<file path="config.mk">
export PLATFORM = sky130hd
export DESIGN_NAME = sinc4_decim
export DESIGN_NICKNAME = d
export VERILOG_FILES = /design/src/rtl/sinc4_pkg.sv /design/src/rtl/sinc4_rate_ctl.sv /design/src/rtl/sinc4_integ.sv /design/src/rtl/sinc4_comb.sv /design/src/rtl/sinc4_outfmt.sv /design/src/rtl/sinc4_decim.sv
export SDC_FILE = /design/constraint.sdc
export NUM_CORES = 1
export LEC_CHECK = 0
export BUFFER_PORTS_ARGS = -buffer_cell sky130_fd_sc_hd__buf_2
export CORE_MARGIN = 2
export CORE_UTILIZATION = 54
export CTS_BUF_LIST = sky130_fd_sc_hd__clkbuf_16
export CTS_CLUSTER_SIZE = 30
export DETAILED_ROUTE_END_ITERATION = 10
export GPL_TIMING_DRIVEN = 1
export PLACE_DENSITY = 0.67
export SYNTH_ARGS = -nofsm -noshare
export SYNTH_HDL_FRONTEND = slang
export SYNTH_SLANG_ARGS = --single-unit
</file>
<file path="constraint.sdc">
create_clock -name clk -period 14.99 [get_ports clk]
set_input_delay 2.2485 -clock clk [delete_from_list [all_inputs] [get_ports clk]]
set_output_delay 2.2485 -clock clk [all_outputs]
set_load 0.01 [all_outputs]
</file>
<file path="src/rtl/sinc4_pkg.sv">
package sinc4_pkg;
  // number of integrator and comb stages
  localparam int unsigned ORDER = 4;

  // maps a modulator bit onto a signed unit step
  function automatic logic signed [1:0] bit_to_step(input logic b);
    return b ? 2'sb01 : 2'sb11;
  endfunction
endpackage

</file>
<file path="src/rtl/sinc4_rate_ctl.sv">
module sinc4_rate_ctl #(
  parameter int unsigned SLOW_DECIM = 7680,
  parameter int unsigned FAST_DECIM = 960,
  localparam int unsigned CNT_W = $clog2(SLOW_DECIM)
) (
  input  logic clk,
  input  logic rst,
  input  logic en,
  input  logic rate_fast,
  output logic clr,
  output logic tick,
  output logic fast_sel
);
  logic             rate_q;
  logic [CNT_W-1:0] cnt;
  logic [CNT_W-1:0] last;

  assign clr      = (rate_fast != rate_q);
  assign fast_sel = rate_q;
  assign last     = rate_q ? CNT_W'(FAST_DECIM - 1) : CNT_W'(SLOW_DECIM - 1);
  assign tick     = en && !clr && (cnt == last);

  always_ff @(posedge clk) begin
    if (rst) begin
      rate_q <= rate_fast;
      cnt    <= '0;
    end else if (clr) begin
      rate_q <= rate_fast;
      cnt    <= '0;
    end else if (en) begin
      cnt <= (cnt == last) ? '0 : cnt + 1'b1;
    end
  end

  // the count never reaches the selected ratio
  a_r2_cnt_in_range: assert property (@(posedge clk) disable iff (rst)
    cnt <= last);
  // a rate change restarts the count
  a_r8_cnt_restart: assert property (@(posedge clk) disable iff (rst)
    clr |=> (cnt == '0));
  // without an enable the count holds
  a_r3_cnt_holds: assert property (@(posedge clk) disable iff (rst)
    (!en && !clr) |=> (cnt == $past(cnt)));
endmodule

</file>
<file path="src/rtl/sinc4_integ.sv">
module sinc4_integ
  import sinc4_pkg::*;
#(
  parameter int unsigned ACC_W = 53
) (
  input  logic                    clk,
  input  logic                    rst,
  input  logic                    clr,
  input  logic                    en,
  input  logic                    bit_in,
  output logic signed [ACC_W-1:0] acc_out
);
  logic signed [ACC_W-1:0] acc [ORDER];
  logic signed [ACC_W-1:0] unit;

  assign unit    = ACC_W'(bit_to_step(bit_in));
  assign acc_out = acc[ORDER-1];

  for (genvar k = 0; k < ORDER; k++) begin : g_stage
    logic signed [ACC_W-1:0] addend;
    if (k == 0) begin : g_head
      assign addend = unit;
    end else begin : g_chain
      assign addend = acc[k-1];
    end
    // modular wrap is intended: the combs cancel it
    always_ff @(posedge clk) begin
      if (rst || clr)  acc[k] <= '0;
      else if (en)     acc[k] <= acc[k] + addend;
    end
  end

  // the first integrator moves by +1 for a one and -1 for a zero
  a_r1_unit_step: assert property (@(posedge clk) disable iff (rst)
    (en && !clr) |=> ($past(bit_in) ? (acc[0] == $past(acc[0]) + 1)
                                    : (acc[0] == $past(acc[0]) - 1)));
  // a clear empties the integrators
  a_r8_integ_cleared: assert property (@(posedge clk) disable iff (rst)
    clr |=> (acc[0] == '0 && acc[ORDER-1] == '0));
endmodule

</file>
<file path="src/rtl/sinc4_comb.sv">
module sinc4_comb
  import sinc4_pkg::*;
#(
  parameter int unsigned ACC_W = 53
) (
  input  logic                    clk,
  input  logic                    rst,
  input  logic                    clr,
  input  logic                    tick,
  input  logic signed [ACC_W-1:0] din,
  output logic signed [ACC_W-1:0] dout
);
  logic signed [ACC_W-1:0] diff [ORDER+1];
  logic signed [ACC_W-1:0] dly  [ORDER];

  assign diff[0] = din;
  assign dout    = diff[ORDER];

  for (genvar k = 0; k < ORDER; k++) begin : g_stage
    assign diff[k+1] = diff[k] - dly[k];
    always_ff @(posedge clk) begin
      if (rst || clr) dly[k] <= '0;
      else if (tick)  dly[k] <= diff[k];
    end
  end

  // a clear empties the comb delays
  a_r8_comb_cleared: assert property (@(posedge clk) disable iff (rst)
    clr |=> (dly[0] == '0 && dly[ORDER-1] == '0));
endmodule

</file>
<file path="src/rtl/sinc4_outfmt.sv">
module sinc4_outfmt #(
  parameter int unsigned ACC_W      = 53,
  parameter int unsigned OUT_W      = 18,
  parameter int unsigned SLOW_SHIFT = 34,
  parameter int unsigned FAST_SHIFT = 22
) (
  input  logic                    clk,
  input  logic                    rst,
  input  logic                    tick,
  input  logic                    fast_sel,
  input  logic signed [ACC_W-1:0] comb_in,
  output logic [OUT_W-1:0]        res_data,
  output logic                    res_valid
);
  localparam logic signed [ACC_W-1:0] POS_LIM =
    {{(ACC_W-OUT_W+1){1'b0}}, {(OUT_W-1){1'b1}}};
  localparam logic signed [ACC_W-1:0] NEG_LIM =
    {{(ACC_W-OUT_W+1){1'b1}}, {(OUT_W-1){1'b0}}};

  logic signed [ACC_W-1:0] scaled;
  logic signed [ACC_W-1:0] clipped;
  logic                    over_hi;
  logic                    over_lo;

  assign scaled  = fast_sel ? (comb_in >>> FAST_SHIFT) : (comb_in >>> SLOW_SHIFT);
  assign over_hi = scaled > POS_LIM;
  assign over_lo = scaled < NEG_LIM;

  always_comb begin
    if (over_hi)      clipped = POS_LIM;
    else if (over_lo) clipped = NEG_LIM;
    else              clipped = scaled;
  end

  always_ff @(posedge clk) begin
    if (rst) begin
      res_data  <= '0;
      res_valid <= 1'b0;
    end else begin
      res_valid <= tick;
      if (tick) res_data <= clipped[OUT_W-1:0];
    end
  end

  // the strobe lasts a single clock
  a_r10_single_pulse: assert property (@(posedge clk) disable iff (rst)
    res_valid |=> !res_valid);
  // overrange above clips to the top code
  a_r5_clip_high: assert property (@(posedge clk) disable iff (rst)
    (tick && comb_in > (POS_LIM <<< (fast_sel ? FAST_SHIFT : SLOW_SHIFT)) + 64'sd0)
      |=> (res_data == {1'b0, {(OUT_W-1){1'b1}}}));
  // overrange below clips to the bottom code
  a_r6_clip_low: assert property (@(posedge clk) disable iff (rst)
    (tick && comb_in[ACC_W-1] && over_lo) |=> (res_data == {1'b1, {(OUT_W-1){1'b0}}}));
  // a strobe follows a decimation tick
  a_r9_valid_after_tick: assert property (@(posedge clk) disable iff (rst)
    res_valid |-> $past(tick));
endmodule

</file>
<file path="src/rtl/sinc4_decim.sv">
module sinc4_decim #(
  parameter int unsigned SLOW_DECIM = 7680,
  parameter int unsigned FAST_DECIM = 960,
  parameter int unsigned SLOW_SHIFT = 34,
  parameter int unsigned FAST_SHIFT = 22,
  parameter int unsigned OUT_W      = 18
) (
  input  logic             clk,
  input  logic             rst,
  input  logic             bit_en,
  input  logic             bit_in,
  input  logic             rate_fast,
  output logic [OUT_W-1:0] res_data,
  output logic             res_valid
);
  import sinc4_pkg::*;

  localparam int unsigned ACC_W = ORDER * $clog2(SLOW_DECIM) + 1;

  logic                    clr;
  logic                    tick;
  logic                    fast_sel;
  logic signed [ACC_W-1:0] integ_out;
  logic signed [ACC_W-1:0] comb_out;

  sinc4_rate_ctl #(
    .SLOW_DECIM(SLOW_DECIM),
    .FAST_DECIM(FAST_DECIM)
  ) u_ctl (
    .clk      (clk),
    .rst      (rst),
    .en       (bit_en),
    .rate_fast(rate_fast),
    .clr      (clr),
    .tick     (tick),
    .fast_sel (fast_sel)
  );

  sinc4_integ #(.ACC_W(ACC_W)) u_integ (
    .clk    (clk),
    .rst    (rst),
    .clr    (clr),
    .en     (bit_en),
    .bit_in (bit_in),
    .acc_out(integ_out)
  );

  sinc4_comb #(.ACC_W(ACC_W)) u_comb (
    .clk (clk),
    .rst (rst),
    .clr (clr),
    .tick(tick),
    .din (integ_out),
    .dout(comb_out)
  );

  sinc4_outfmt #(
    .ACC_W     (ACC_W),
    .OUT_W     (OUT_W),
    .SLOW_SHIFT(SLOW_SHIFT),
    .FAST_SHIFT(FAST_SHIFT)
  ) u_fmt (
    .clk      (clk),
    .rst      (rst),
    .tick     (tick),
    .fast_sel (fast_sel),
    .comb_in  (comb_out),
    .res_data (res_data),
    .res_valid(res_valid)
  );
endmodule

</file>
==> run metrics <==
crit-path max FO=15; final WL=a little under 80000 um; Final Hold Viols=0; Initial Util=54.4%; post-route ant nets=0; fin crit share=74.5%; clk sink count=457; RD Place Congestion=0.911; post-DR wirelength/cell=15.0 um; Cell variety after synth=roughly 90; gr usage total=21.2%; clk slew on worst S/H paths=0.06 ns; Ports=24; DR vias/cell=between 5 and 6; global route overflow=0; mapped cell area=between 30000 and 40000 um2; most frequent CP cell=a21oi_1; RR Startpoint=u_integ.acc[3][0]; WHS Path Cells=2; Area contributors post-synth=edfxtp_1, ha_1, a21oi_1; Final Instance Area=41000 um2; RR Endpoint=u_fmt.res_data[16]; vias in the first global route=27500; die footprint=72600 um2; # DRC=0; Crit path largest cell delay=0.64 ns; Synth top area share=33.5%; nets=4589; largest net degree at the start of global routing=124; final setup TNS=0 ns; actual slew at the worst max-slew pin=1.12 ns; die span in x=269 um; FFs w/ async S/R, synth=0%; Post-DP Area=about 40000 um2; r2r setup slk=between 3 and 4 ns; hold_buf cts=0; number of flops mapped to enable cells by yosys=between 400 and 500; Placement Rows=slightly below 100; Hold Crit Endpoint=u_ctl.cnt[5]; Resized cells post-CTS=0; Core ar.=roughly 70000 um2; Clock Latency Late Sink=0.62 ns; CTS tree=done; Setup crit start kind=flip-flop; Syn Nets=4580; postcts setup bufs=0; Fmax=0.0896 GHz; HP Class=reg2reg; slowest CP cell=nor3_4; number of DRC markers in iteration 0=1280; # setup viols final=0; Crit Path Category=reg2reg; Worst R2R Path Depth=50; Hold Startpoint=u_ctl.cnt[5]; port bufs=23; fraction of layout cells with a size suffix above 1=4.28%; Yosys warnings=0; global-route wire length before repair=about 130000 um; Seq/Total Area, Yosys=roughly a third; Die Ht=269 um; Primary FF master, synth=edfxtp_1; H-tree levels=2; Critical Path Sink Type=flip-flop; synthesized area per cell=~9 um2; initial antenna violation count=1; Tmin final=about 11 ns; FF+latch count, synth=457; HPWL Detailed=59200 um; area leader, netlist=edfxtp_1; Fin Clk Skew=0.0185 ns; Critical Path RT=15.46 ns; status=finished, final reports clean; clk buf depth=3; Detailed Routing Iterations Pass 1=7; max-slew violation count=0; CP arrival=11.64 ns; Fillers=slightly above 6000; vias=28900; Max Cap Viol=0; Cells after Synth=4153; total CTS buffers=54; Layout area overhead=7.63%; relative slew slack=about 26%; Root Buffer Master=clkbuf_16; RSZ-0062 raised after global routing=no
[layer usage]
| layer | global-route usage, % | up-vias | wire (um) |
|---|---|---|---|
| li1 | - | 15200 | - |
| met1 | 28.0 | 13200 | 36700 |
| met2 | 36.6 | 412 | 36200 |
| met3 | 2.44 | 121 | 2610 |
| met4 | 6.40 | 0 | 2030 |
| met5 | 0 | - | 0 |
[worst max-delay path, delay by kind of cell (launching register included)]
kind,cells,cell delay (ns)
buffers and inverters,1,0.11
adder cells (fa/ha/maj),5,1.48
AO/OA/AOI/OAI,29,5.85
flip-flops,1,0.39
AND/OR/NAND/NOR,12,2.59
XOR/XNOR,3,0.58
[flip-flops by register name, indices dropped and copies added, names as in the netlist]
signal / flops
u_comb.dly: 212
u_fmt.res_data: 18
u_ctl.fast_sel: 1
u_integ.acc: 212
u_fmt.res_valid: 1
u_ctl.cnt: 13
[how the worst max path moves through the flow]
stage,start,cells past startpoint,to
finish,u_integ.acc[3][0],50,u_fmt.res_data[16]
global placement,u_integ.acc[3][1],48,u_fmt.res_data[16]
floorplan,u_integ.acc[3][1],50,u_fmt.res_data[13]
CTS,u_integ.acc[3][1],48,u_fmt.res_data[16]
detailed placement,u_integ.acc[3][1],48,u_fmt.res_data[16]
global route,u_integ.acc[3][1],48,u_fmt.res_data[2]
[cell families (layout without fill, tap and decap cells)]
group | after synthesis | in the layout | share of synthesized area [%]
compound gates | 1226 | 1226 | 21.3
flops | 457 | 457 | 35.2
mux | 15 | 15 | 0.414
other cells | 0 | 1 | 0
xor+xnor | 353 | 353 | 8.20
simple gates | 1275 | 1275 | 16.8
fa+ha+maj | 422 | 422 | 14.0
buf+inv | 405 | 460 | 4.04
[stage by stage]
step | instances | setup slack (ns) | util, % | hold WS, ns
finish | 5149 | 3.82 | 58.6 | 0.508
CTS | 5148 | 3.91 | 58.6 | 0.511
detailed placement | 5046 | 3.95 | 56.0 | 0.494
global route | 5148 | 2.80 | 58.6 | 0.528
global placement | 5046 | 4.22 | 56.0 | 0.475
floorplan | 4153 | 5.47 | - | 0.459
[final cells by class]
class                   instances  area (um2)  area share (%)
clock inverters                44         370           0.904
inverters                     323        1210            2.97
flip-flops and latches        457       13400            32.7
clock buffers                  58        1450            3.54
repair buffers                 35         205           0.501
diodes                          1        2.50         0.00611
well taps                     940        1180            2.87
multi-input cells            3291       23100            56.5
[cells in the final DEF (no fill, tap or decap), drive strengths merged, types with 55 or more instances in the layout]
cell,instances
a21o,246
a21oi,377
and2,232
clkbuf,58
edfxtp,425
ha,415
inv,331
nand2,235
nand2b,56
nand3,70
nor2,386
nor3,60
o21a,55
o21ai,199
o21bai,69
xnor2,200
xor2,151
[cell usage after synthesis (14+ instances only)]
cell / n
xnor2_1: 200
and3_1: 54
xor2_1: 151
nand2b_1: 56
o31ai_1: 21
nand4_1: 43
or3_1: 25
a21oi_1: 373
a211o_1: 15
o21ai_0: 191
o211ai_1: 25
nand3_1: 69
o21bai_1: 69
a31oi_1: 29
nor3_1: 58
dfxtp_1: 32
o21a_1: 55
nor2_1: 385
edfxtp_1: 425
a21o_1: 246
a21boi_0: 14
nand2_1: 235
inv_1: 321
clkbuf_1: 78
nor2b_1: 43
a211oi_1: 25
and2_1: 232
or2_2: 15
nor3b_1: 15
ha_1: 415
Power is not shown: default switching activity piles up to over one toggle a cycle in this logic, so the estimate is an artifact.
